### config.mk
export PLATFORM = sky130hd
export DESIGN_NAME = local_timer
export DESIGN_NICKNAME = d
export VERILOG_FILES = /design/src/rtl/lt_pkg.sv /design/src/rtl/lt_ctrl.sv /design/src/rtl/lt_datapath.sv /design/src/rtl/local_timer.sv
export SDC_FILE = /design/constraint.sdc
export NUM_CORES = 1
export LEC_CHECK = 0
export BUFFER_PORTS_ARGS = -buffer_cell sky130_fd_sc_hd__buf_2
export CAP_MARGIN = 20
export CORE_ASPECT_RATIO = 1.1
export CORE_UTILIZATION = 53
export DETAILED_ROUTE_END_ITERATION = 8
export PLACE_DENSITY_LB_ADDON = 0.05
export REMOVE_ABC_BUFFERS = 1
export SYNTH_ARGS = -nofsm -noshare
export SYNTH_HDL_FRONTEND = slang
export SYNTH_SLANG_ARGS = --single-unit
### constraint.sdc
create_clock -name clk -period 3.25 [get_ports clk]
set_clock_uncertainty 0.15 [all_clocks]
set_input_delay 0.8125 -clock clk [delete_from_list [all_inputs] [get_ports clk]]
set_output_delay 0.8125 -clock clk [all_outputs]
set_load 0.01 [all_outputs]
### src/rtl/lt_pkg.sv
package lt_pkg;

  typedef enum logic [1:0] {
    MODE_ONESHOT  = 2'd0,
    MODE_PERIODIC = 2'd1,
    MODE_DEADLINE = 2'd2,
    MODE_RSVD     = 2'd3
  } tmr_mode_e;

  localparam int LVT_MODE_LSB = 17;
  localparam int LVT_MASK_BIT = 16;
  localparam int VEC_W        = 8;

  localparam logic [1:0] SEL_LVT  = 2'd0;
  localparam logic [1:0] SEL_INIT = 2'd1;
  localparam logic [1:0] SEL_CUR  = 2'd2;
  localparam logic [1:0] SEL_DIV  = 2'd3;

  typedef struct packed {
    logic cntLoad;
    logic cntStop;
    logic dlLoad;
    logic dlDrop;
  } tmr_strobe_t;

endpackage

### src/rtl/lt_ctrl.sv
module lt_ctrl
  import lt_pkg::*;
#(
  parameter int COUNT_W = 32,
  parameter int TSC_W   = 64,
  parameter int DIV_W   = 3
) (
  input  logic               clk,
  input  logic               rstN,
  input  logic               deadlineSupported,
  input  logic               swEnable,
  input  logic               regWr,
  input  logic [1:0]         regAddr,
  input  logic [31:0]        regWdata,
  input  logic               dlWr,
  input  logic [COUNT_W-1:0] curCount,
  input  logic [TSC_W-1:0]   deadlineVal,
  output logic [31:0]        regRdata,
  output logic [TSC_W-1:0]   dlRdData,
  output tmr_strobe_t        strb,
  output tmr_mode_e          effMode,
  output logic [31:0]        lvtReg,
  output logic [COUNT_W-1:0] initReg,
  output logic [DIV_W-1:0]   divCode
);

  localparam logic [31:0] FIXED_KEEP = (32'h1 << LVT_MASK_BIT) | ((32'h1 << VEC_W) - 32'h1);
  localparam logic [31:0] MASK_FORCE = 32'h1 << LVT_MASK_BIT;

  logic [31:0] modeKeep;
  logic [1:0]  oldField;
  logic [1:0]  newField;
  logic        lvtHit;
  logic        initHit;
  logic        divHit;
  logic        modeChange;
  logic        countMode;

  always_comb begin
    modeKeep   = deadlineSupported ? (32'h3 << LVT_MODE_LSB) : (32'h1 << LVT_MODE_LSB);
    oldField   = lvtReg[LVT_MODE_LSB +: 2] & modeKeep[LVT_MODE_LSB +: 2];
    newField   = regWdata[LVT_MODE_LSB +: 2] & modeKeep[LVT_MODE_LSB +: 2];
    effMode    = tmr_mode_e'(oldField);
    lvtHit     = regWr && (regAddr == SEL_LVT);
    initHit    = regWr && (regAddr == SEL_INIT);
    divHit     = regWr && (regAddr == SEL_DIV);
    modeChange = lvtHit && (newField != oldField);
    countMode  = (effMode == MODE_ONESHOT) || (effMode == MODE_PERIODIC);

    strb.cntStop = modeChange;
    strb.dlDrop  = modeChange;
    strb.cntLoad = initHit && countMode;
    strb.dlLoad  = dlWr && (effMode == MODE_DEADLINE) && !modeChange;
  end

  always_ff @(posedge clk) begin
    if (!rstN) begin
      lvtReg  <= MASK_FORCE;
      initReg <= '0;
      divCode <= '0;
    end else begin
      if (lvtHit)
        lvtReg <= (regWdata | (swEnable ? 32'h0 : MASK_FORCE)) & (FIXED_KEEP | modeKeep);
      if (strb.cntLoad)
        initReg <= regWdata[COUNT_W-1:0];
      if (divHit)
        divCode <= regWdata[DIV_W-1:0];
    end
  end

  always_comb begin
    case (regAddr)
      SEL_LVT:  regRdata = lvtReg;
      SEL_INIT: regRdata = 32'(initReg);
      SEL_CUR:  regRdata = countMode ? 32'(curCount) : 32'h0;
      default:  regRdata = 32'(divCode);
    endcase
    dlRdData = countMode ? '0 : deadlineVal;
  end

endmodule

### src/rtl/lt_datapath.sv
module lt_datapath
  import lt_pkg::*;
#(
  parameter int COUNT_W = 32,
  parameter int TSC_W   = 64,
  parameter int DIV_W   = 3
) (
  input  logic               clk,
  input  logic               rstN,
  input  tmr_strobe_t        strb,
  input  logic               periodic,
  input  logic               masked,
  input  logic [VEC_W-1:0]   vector,
  input  logic [COUNT_W-1:0] loadVal,
  input  logic [COUNT_W-1:0] initVal,
  input  logic [DIV_W-1:0]   divCode,
  input  logic [TSC_W-1:0]   tsc,
  input  logic [TSC_W-1:0]   dlWrData,
  output logic [COUNT_W-1:0] curCount,
  output logic [TSC_W-1:0]   deadlineVal,
  output logic               running,
  output logic               dlArmed,
  output logic               irqValid,
  output logic [VEC_W-1:0]   irqVector
);

  localparam int PRE_W = (1 << DIV_W) - 1;

  logic [PRE_W-1:0] prescale;
  logic [PRE_W-1:0] tickAt;
  logic             tick;
  logic             cdFire;
  logic             dlFire;

  always_comb begin
    tickAt = ~({PRE_W{1'b1}} << divCode);
    tick   = running && (prescale >= tickAt) && !strb.cntLoad && !strb.cntStop;
    cdFire = tick && (curCount == COUNT_W'(1));
    dlFire = dlArmed && (tsc >= deadlineVal) && !strb.dlLoad && !strb.dlDrop;
  end

  always_ff @(posedge clk) begin
    if (!rstN) begin
      curCount <= '0;
      prescale <= '0;
      running  <= 1'b0;
    end else if (strb.cntStop) begin
      curCount <= '0;
      prescale <= '0;
      running  <= 1'b0;
    end else if (strb.cntLoad) begin
      curCount <= loadVal;
      prescale <= '0;
      running  <= (loadVal != '0);
    end else if (running) begin
      if (tick) begin
        prescale <= '0;
        if (cdFire) begin
          curCount <= periodic ? initVal : '0;
          running  <= periodic;
        end else begin
          curCount <= curCount - COUNT_W'(1);
        end
      end else begin
        prescale <= prescale + PRE_W'(1);
      end
    end
  end

  always_ff @(posedge clk) begin
    if (!rstN) begin
      deadlineVal <= '0;
      dlArmed     <= 1'b0;
    end else if (strb.dlDrop) begin
      dlArmed <= 1'b0;
    end else if (strb.dlLoad) begin
      deadlineVal <= dlWrData;
      dlArmed     <= (dlWrData != '0);
    end else if (dlFire) begin
      dlArmed <= 1'b0;
    end
  end

  always_ff @(posedge clk) begin
    if (!rstN) begin
      irqValid  <= 1'b0;
      irqVector <= '0;
    end else begin
      irqValid  <= (cdFire || dlFire) && !masked;
      irqVector <= vector;
    end
  end

endmodule

### src/rtl/local_timer.sv
module local_timer
  import lt_pkg::*;
#(
  parameter int COUNT_W = 32,
  parameter int TSC_W   = 64,
  parameter int DIV_W   = 3
) (
  input  logic             clk,
  input  logic             rstN,
  input  logic             deadlineSupported,
  input  logic             swEnable,
  input  logic [TSC_W-1:0] tsc,
  input  logic             regWr,
  input  logic [1:0]       regAddr,
  input  logic [31:0]      regWdata,
  output logic [31:0]      regRdata,
  input  logic             dlWr,
  input  logic [TSC_W-1:0] dlWrData,
  output logic [TSC_W-1:0] dlRdData,
  output logic             irqValid,
  output logic [VEC_W-1:0] irqVector
);

  tmr_strobe_t        strb;
  tmr_mode_e          effMode;
  logic [31:0]        lvtReg;
  logic [COUNT_W-1:0] initReg;
  logic [DIV_W-1:0]   divCode;
  logic [COUNT_W-1:0] curCount;
  logic [TSC_W-1:0]   deadlineVal;
  logic               running;
  logic               dlArmed;

  lt_ctrl #(.COUNT_W(COUNT_W), .TSC_W(TSC_W), .DIV_W(DIV_W)) u_ctrl (
    .clk(clk), .rstN(rstN),
    .deadlineSupported(deadlineSupported), .swEnable(swEnable),
    .regWr(regWr), .regAddr(regAddr), .regWdata(regWdata), .dlWr(dlWr),
    .curCount(curCount), .deadlineVal(deadlineVal),
    .regRdata(regRdata), .dlRdData(dlRdData),
    .strb(strb), .effMode(effMode), .lvtReg(lvtReg),
    .initReg(initReg), .divCode(divCode)
  );

  lt_datapath #(.COUNT_W(COUNT_W), .TSC_W(TSC_W), .DIV_W(DIV_W)) u_dp (
    .clk(clk), .rstN(rstN), .strb(strb),
    .periodic(effMode == MODE_PERIODIC),
    .masked(lvtReg[LVT_MASK_BIT]),
    .vector(lvtReg[VEC_W-1:0]),
    .loadVal(regWdata[COUNT_W-1:0]),
    .initVal(initReg), .divCode(divCode),
    .tsc(tsc), .dlWrData(dlWrData),
    .curCount(curCount), .deadlineVal(deadlineVal),
    .running(running), .dlArmed(dlArmed),
    .irqValid(irqValid), .irqVector(irqVector)
  );

endmodule

==> results of run 1 <==
[final cells by class]
class | count | area (um^2) | share of cell area
inverter | 70 | 263 | 0.0218
antenna | 4 | 10.0 | 0.000832
tap | 238 | 298 | 0.0247
timing repair buffer | 311 | 1770 | 0.147
multi-input combinational | 958 | 5890 | 0.490
sequential | 160 | 3200 | 0.266
clock inverter | 11 | 133 | 0.0110
clock buffer | 21 | 470 | 0.0391
[logic make-up after synthesis]
group | after synthesis | synth area share
and+or+nand+nor | 540 | 0.252
AOI/OAI and AO/OA | 301 | 0.216
DFF | 160 | 0.332
buffers and inverters | 146 | 0.0593
adders and majority gates | 74 | 0.0960
xor gates and xnor gates | 29 | 0.0263
muxes | 14 | 0.0184
[stage by stage]
stage	TNS, ns	power (mW)
6_report	0	5.05
5_1_grt	0	5.28
4_1_cts	0	5.07
3_5_place_dp	-0.222	3.04
3_3_place_gp	-0.0673	3.03
2_1_floorplan	-313.26	2.65
[power breakdown]
part           switching (mW)  internal [mW]
Clock                   0.830           1.20
Combinational           0.539          0.417
Sequential             0.0551           2.01
Total                    1.42           3.62
[worst max-delay path by stage]
| stage | startpoint | endpoint | cells after the start |
|---|---|---|---|
| 6_report | deadlineSupported | regRdata[3] | 7 |
| 5_1_grt | deadlineSupported | regRdata[3] | 7 |
| 4_1_cts | deadlineSupported | regRdata[3] | 7 |
| 3_5_place_dp | tsc[0] | u_dp.dlArmed | 11 |
| 3_3_place_gp | tsc[0] | u_dp.dlArmed | 11 |
| 2_1_floorplan | deadlineSupported | u_dp.deadlineVal[0] | 4 |
[synthesized netlist by cell type, types with 16 or more instances]
master / number / area (um^2)
o21ai_0: 25 / 125
nand3_1: 27 / 135
inv_1: 70 / 263
xnor2_1: 16 / 140
ha_1: 74 / 926
nor4_1: 27 / 169
a31oi_1: 20 / 125
nor2_1: 111 / 417
nand4_1: 25 / 156
a21boi_0: 124 / 931
clkbuf_1: 58 / 218
a22o_1: 21 / 184
a21oi_1: 49 / 245
dfxtp_1: 160 / 3200
nand2_1: 274 / 1030
[critical path, delay by kind of cell]
family | cells | cell delay, ns
simple gates | 3 | 0.53
buf+inv | 3 | 0.60
compound gates | 1 | 0.19
[sequential cells by signal, indices dropped and copies added, names as in the netlist]
signal and cells:
u_ctrl.initReg 32, u_dp.prescale 7, u_dp.irqValid 1, u_dp.running 1, u_ctrl.divCode 3, u_ctrl.lvtReg 11
u_dp.irqVector 8, u_dp.curCount 32, u_dp.dlArmed 1, u_dp.deadlineVal 64
[layer usage]
layer | global-route usage | vias to the layer above
met5 | 0 | -
met4 | 0.189 | 0
met3 | 0.0707 | 74
met2 | 0.563 | 414
met1 | 0.382 | 4692
li1 | - | 4900
==> metrics.cfg, run 1 <==
[critical_path]
arrival_ns=2.14
startpoint_type=primary input
path_cells=buf_2, and2_1, nor3b_2, buf_4, nand2_1, o21ai_0, buf_2
cpMostUsedCell=buf_2
critical_path.max_stage_delay_ns=0.27
worstReg2RegEnd=u_dp.dlArmed
cp_max_fo=13
critPathKind=in2out
worstReg2RegStart=u_dp.deadlineVal[15]
slowest_stage=and2_1
r2r_cells=10
critPathRequiredTime_ns=2.29
r2r_slack_ns=0.39
cp-end-kind=primary output

[placed_design]
gp_congestion=0.866
post-place-ws_ns=-0.119
dp.cells=1737
dp_hpwl_um=23400
place.port_buffers=272
placed_area_um2=11400

[route]
wl_per_cell_um=17.7
wl_met1_um=12400
dr_wl_met2_um=15300
postRouteAntennaNets=0
initialDrtViolationCount=731
highest_layer=met4
wl_met3_um=2300
first_pass_iters=6
vias=10080
drc=0
viasPerCell=5.69
routed_wl_um=31400

[min_path]
hold-path-cell-count=2
min_from=u_dp.deadlineVal[50]
worstHoldEndpoint=u_dp.deadlineVal[50]
hold_class=reg2reg

[clock_network]
cts.path.max_buffers=2
worstSkewPairLatency_ns=0.43
hold_buffers=0
cts-buffers-inserted=17
post_cts_buffers=0
h-tree-depth=4
cts_resized=0
path_clk_slew_ns=0.06
cts_tree=built
root_buffer=clkbuf_16
clock_sink_count=160

[cells_and_area]
post-route-cell-area_um2=12000
stdcell_count=1773
fin_util=0.679
final_common_cell=nand2_1
fillers=1654
fin_nets=1760
syn_to_final_growth_pct=24.7
final_cell_mix=273 x nand2_1, 272 x buf_2, 160 x dfxtp_1, 124 x a21boi_0, 111 x nor2_1
drive_gt1_frac=0.233

[pwr]
power_density_nw_per_um2=419
ir_drop_mv=0.389
power_leakage_nw=4.97

[timing]
period_needed_ns=3.10
finalMaxSlewViolations=0
rsz0062_at_grt=false
setup_viol=0
fin_crit_sh=0.954
setup_ws_ns=0.149
fmax_ghz=0.322
worstMarginPinSlew_ns=0.758
whs_ns=0.311
finalHoldViolations=0
slew_headroom=0.495

[grt]
grt_max_degree=100
antenna_found_initial=2
grt_pass1_wl_um=47400
gr-total-overflow=0
track_usage=0.331
grt_pass1_vias=9257

[floorplanning]
core_um2=17700
num_io_pins=273
start_util=0.544
rows=51
die_x_um=131
die_h_um=144
dieArea_um2=18800

[outcome]
outcome=completed

[synthesis]
syn_area_per_cell_um2=7.63
async_flop_share=0
yosys_warnings=0
synth_edf_count=0
ys_ff_latch=160
synth_ff_type=dfxtp_1
synth_cell_type_count=62
syn-cell-area_um2=9650
syn_inst=1264
yosysSeqAreaShare=0.332

[job]
maxCapViolCount=0

No activity file was read; power rests on OpenSTA's default activity.
==> inputs of run 2 (changes only) <==
Settings changed: CORE_MARGIN set to 5.
==> run 2 against run 1 <==
Total power rose by 2.0%. Combinational power fell by 0.6%. Via count fell by 1.4%. Largest cell class unchanged. Largest power group is now clock.
==> metrics.cfg, run 2 (synthesis results as in run 1) <==
[timing]
slew_headroom=0.556
worstMarginPinSlew_ns=0.660
fmax_ghz=0.322
setup_viol=0
whs_ns=0.314
fin_setup_tns_ns=0
finalHoldViolations=0
finalMaxSlewViolations=0
rsz0062_at_grt=false
period_needed_ns=3.11
fin_crit_sh=0.956

[placed_design]
dp_hpwl_um=23700
gp_congestion=0.930
place.port_buffers=272

[route]
vias=9937
postRouteAntennaNets=0
initialDrtViolationCount=709
routed_wl_um=31200
viasPerCell=5.62
drc=0
first_pass_iters=6
wl_per_cell_um=17.7

[critical_path]
cp-end-kind=primary output
cp_max_fo=28
cpMostUsedCell=buf_2
critPathTopFamily=simple AND/OR/NAND/NOR gates
startpoint_type=primary input
critPathKind=in2out
arrival_ns=2.14
critical_path.max_stage_delay_ns=0.26
critPathRequiredTime_ns=2.29
path_cells=buf_2, and2_1, nor3b_2, buf_12, nand2_1, o21ai_0, buf_2
crit_buf_inv=3
slowest_stage=nor3b_2

[grt]
grt_pass1_vias=9647
track_usage=0.291
antenna_found_initial=1
gr-total-overflow=0
grt_max_degree=111
grt_pass1_wl_um=49500

[clock_network]
cts_tree=built
post_cts_buffers=0
root_buffer=clkbuf_16
cts_resized=0
h-tree-depth=4
cts-buffers-inserted=17
worstSkewPairLatency_ns=0.42
path_clk_slew_ns=0.05
clock_sink_count=160
hold_buffers=0
cts.path.max_buffers=2

[pwr]
power_leakage_nw=4.99
power_density_nw_per_um2=428
ir_drop_mv=0.381

[cells_and_area]
largest-register=u_dp.deadlineVal
final_cell_mix=273 x nand2_1, 272 x buf_2, 160 x dfxtp_1, 124 x a21boi_0, 111 x nor2_1
fin_nets=1760
top_regs=u_dp.deadlineVal x64, u_ctrl.initReg x32, u_dp.curCount x32
drive_gt1_frac=0.231
final_common_cell=nand2_1
largest_register_ffs=64
syn_to_final_growth_pct=24.7

[floorplanning]
start_util=0.542
die_h_um=152
rows=51
core_um2=17800
dieArea_um2=21000
die_x_um=139
num_io_pins=273

[min_path]
hold_class=reg2reg

[job]
maxCapViolCount=0

[outcome]
outcome=completed

run 2: report_power, final:
part | internal, mW | switching (mW) | total [mW]
Sequential | 2.01 | 0.0554 | 2.07
Clock | 1.33 | 0.809 | 2.14
Combinational | 0.422 | 0.528 | 0.950
Total | 3.76 | 1.39 | 5.15
run 2: layer usage:
layer  GRT usage  part of all wire
met3      0.0546             0.066
met4       0.139             0.037
met1       0.342              0.40
met5           0                 0
met2       0.518              0.49
run 2: layout make-up:
class	count	area, um^2
repair buffers	311	1750
multi-input cells	958	5890
diodes	1	2.50
clock inverters	9	156
clock buffers	22	464
flip-flops and latches	160	3200
inverters	70	263
well taps	238	298
fillers	1593	5770
run 2: through the flow:
step	power (mW)	cell area (um^2)	utilization	instances	setup slack (ns)
after floorplan	2.65	9340	-	1188	-4.01
after global placement	3.03	11400	0.641	1737	0.0260
after detailed placement	3.05	11400	0.641	1737	-0.0647
after CTS	5.17	12000	0.676	1768	0.197
after global routing	5.37	12000	0.676	1769	0.0908
final	5.15	12000	0.676	1769	0.144
run 2: final timing paths:
| check | startpoint | end | slack [ns] | cells past startpoint |
|---|---|---|---|---|
| setup / recovery | deadlineSupported | regRdata[17] | 0.14 | 7 |
| hold / removal | u_dp.deadlineVal[49] | u_dp.deadlineVal[49] | 0.31 | 2 |
| hold reg to reg | u_dp.deadlineVal[49] | u_dp.deadlineVal[49] | 0.31 | 2 |
| setup reg to reg | u_ctrl.divCode[2] | u_dp.running | 0.44 | 8 |
run 2: worst min-delay path: cells and delay by family (launching register included):
kind / cells / cell delay [ns]
AOI/OAI and AO/OA: 1 / 0.06
and+or+nand+nor: 1 / 0.05
DFF: 1 / 0.31
==> inputs of run 3 (changes only) <==
Settings changed: CORE_UTILIZATION 53 to 55, CTS_BUF_LIST set to sky130_fd_sc_hd__clkbuf_4 sky130_fd_sc_hd__clkbuf_8.
==> run 3 against run 2 <==
Via count up 0.89%. Global-route usage up 1.1 points. Utilization up 1.3 points. Final cell count about the same. Critical path depth unchanged. Highest routed layer unchanged.
==> metrics.cfg, run 3 (synthesis results as in run 1) <==
[clock_network]
root_buffer=clkbuf_8
path_clk_slew_ns=0.07
post_cts_buffers=0
hold_buffers=0
clock_sink_count=160
worstSkewPairLatency_ns=0.47
cts-buffers-inserted=17
h-tree-depth=4
cts_resized=0
cts.path.max_buffers=2
cts_tree=built

[cells_and_area]
multiInputGateArea_um2=5890
top_regs=u_dp.deadlineVal x64, u_ctrl.initReg x32, u_dp.curCount x32
seqCellArea_um2=3200
largest_register_ffs=64
final_cell_mix=273 x nand2_1, 272 x buf_2, 160 x dfxtp_1, 124 x a21boi_0, 111 x nor2_1
fillers=1586
syn_to_final_growth_pct=22.3
drive_gt1_frac=0.235
fin_nets=1763
final_common_cell=nand2_1
largest-register=u_dp.deadlineVal
fin_util=0.689

[route]
routed_wl_um=31600
postRouteAntennaNets=0
drc=0
first_pass_iters=7
initialDrtViolationCount=644
vias=10025
wl_per_cell_um=17.8
viasPerCell=5.66

[floorplanning]
core_um2=17100
die_h_um=149
die_x_um=136
num_io_pins=273
rows=50
dieArea_um2=20300
start_util=0.563

[min_path]
worstHoldEndpoint=u_dp.deadlineVal[22]
hold_class=reg2reg
min_from=u_dp.deadlineVal[22]
hold-path-cell-count=2

[critical_path]
critPathKind=in2out
cp-end-kind=primary output
slowest_stage=and2_1
critPathRequiredTime_ns=2.29
critPathTopFamily=buffers and inverters
arrival_ns=2.16
r2r_slack_ns=0.32
startpoint_type=primary input
crit_buf_inv=3
r2r_cells=8
worstReg2RegStart=u_dp.curCount[11]
cpMostUsedCell=buf_2
worstReg2RegEnd=u_dp.curCount[12]
cp_max_fo=17
path_cells=buf_2, and2_1, nor3b_2, buf_4, nand2_1, o21ai_0, buf_2
critical_path.max_stage_delay_ns=0.28

[timing]
fmax_ghz=0.321
finalMaxSlewViolations=0
worstMarginPinSlew_ns=0.588
slew_headroom=0.598
fin_crit_sh=0.959
finalHoldViolations=0
period_needed_ns=3.12
setup_viol=0
rsz0062_at_grt=false

[pwr]
power_density_nw_per_um2=381
power_leakage_nw=4.89
ir_drop_mv=0.215
totalPowerFinal_mw=4.50

[placed_design]
place.port_buffers=272
gp_congestion=0.917
dp_hpwl_um=24500

[job]
maxCapViolCount=0

[grt]
grt_pass1_wl_um=49100
antenna_found_initial=3
grt_pass1_vias=9593
track_usage=0.303
grt_max_degree=118
gr-total-overflow=0

[outcome]
outcome=completed

run 3: changes by cell type in the layout (fill, tap and decap cells not counted), sizes merged:
cell,delta
clkinvlp,+1
buf,+3
clkinv,+1
bufinv,-2
diode,+2
run 3: worst max-delay path by stage:
stage | start | endpoint | slack, ns | depth (start not counted)
CTS | deadlineSupported | regRdata[17] | 0.14 | 7
global placement | tsc[49] | u_dp.dlArmed | 0.02 | 9
finish | deadlineSupported | regRdata[17] | 0.13 | 7
floorplan | deadlineSupported | u_dp.deadlineVal[0] | -4.01 | 4
global route | deadlineSupported | regRdata[17] | 0.02 | 7
detailed placement | tsc[49] | u_dp.dlArmed | -0.03 | 9
run 3: final cells by class:
type / instances / area share
diodes: 3 / 0.000636
clock buffers: 22 / 0.0241
clock inverters: 9 / 0.00922
inverters: 70 / 0.0223
multi-input cells: 958 / 0.499
flip-flops and latches: 160 / 0.271
well taps: 234 / 0.0248
repair buffers: 314 / 0.148
run 3: worst register-to-register path: cells and delay by family, from the launching register on:
kind | cells | cell delay [ns]
simple gates | 5 | 1.77
flops | 1 | 0.39
buf+inv | 1 | 0.31
compound gates | 2 | 0.24
run 3: power by group:
| part | internal, mW | leakage [nW] | switching (mW) |
|---|---|---|---|
| Clock | 0.745 | 0.203 | 0.738 |
| Sequential | 2.01 | 1.29 | 0.0553 |
| Combinational | 0.421 | 3.40 | 0.533 |
run 3: through the flow:
stage | instances | instance area (um^2) | hold slack, ns | TNS, ns | setup slack [ns]
6_report | 1770 | 11800 | 0.317 | 0 | 0.132
5_1_grt | 1770 | 11800 | 0.332 | 0 | 0.0152
4_1_cts | 1767 | 11800 | 0.319 | 0 | 0.142
3_5_place_dp | 1736 | 11400 | 0.307 | -0.0341 | -0.0272
3_3_place_gp | 1736 | 11400 | 0.301 | 0 | 0.0197
2_1_floorplan | 1188 | 9340 | 0.293 | -313.26 | -4.01
run 3: routing by layer:
| metal | vias to the layer above | part of all wire | GRT usage | wire, um |
|---|---|---|---|---|
| met5 | - | 0 | 0 | 0 |
| met4 | 0 | 0.036 | 0.136 | 1130 |
| met3 | 68 | 0.072 | 0.0563 | 2280 |
| met2 | 371 | 0.50 | 0.531 | 15700 |
| met1 | 4672 | 0.40 | 0.357 | 12500 |
| li1 | 4914 | - | - | - |
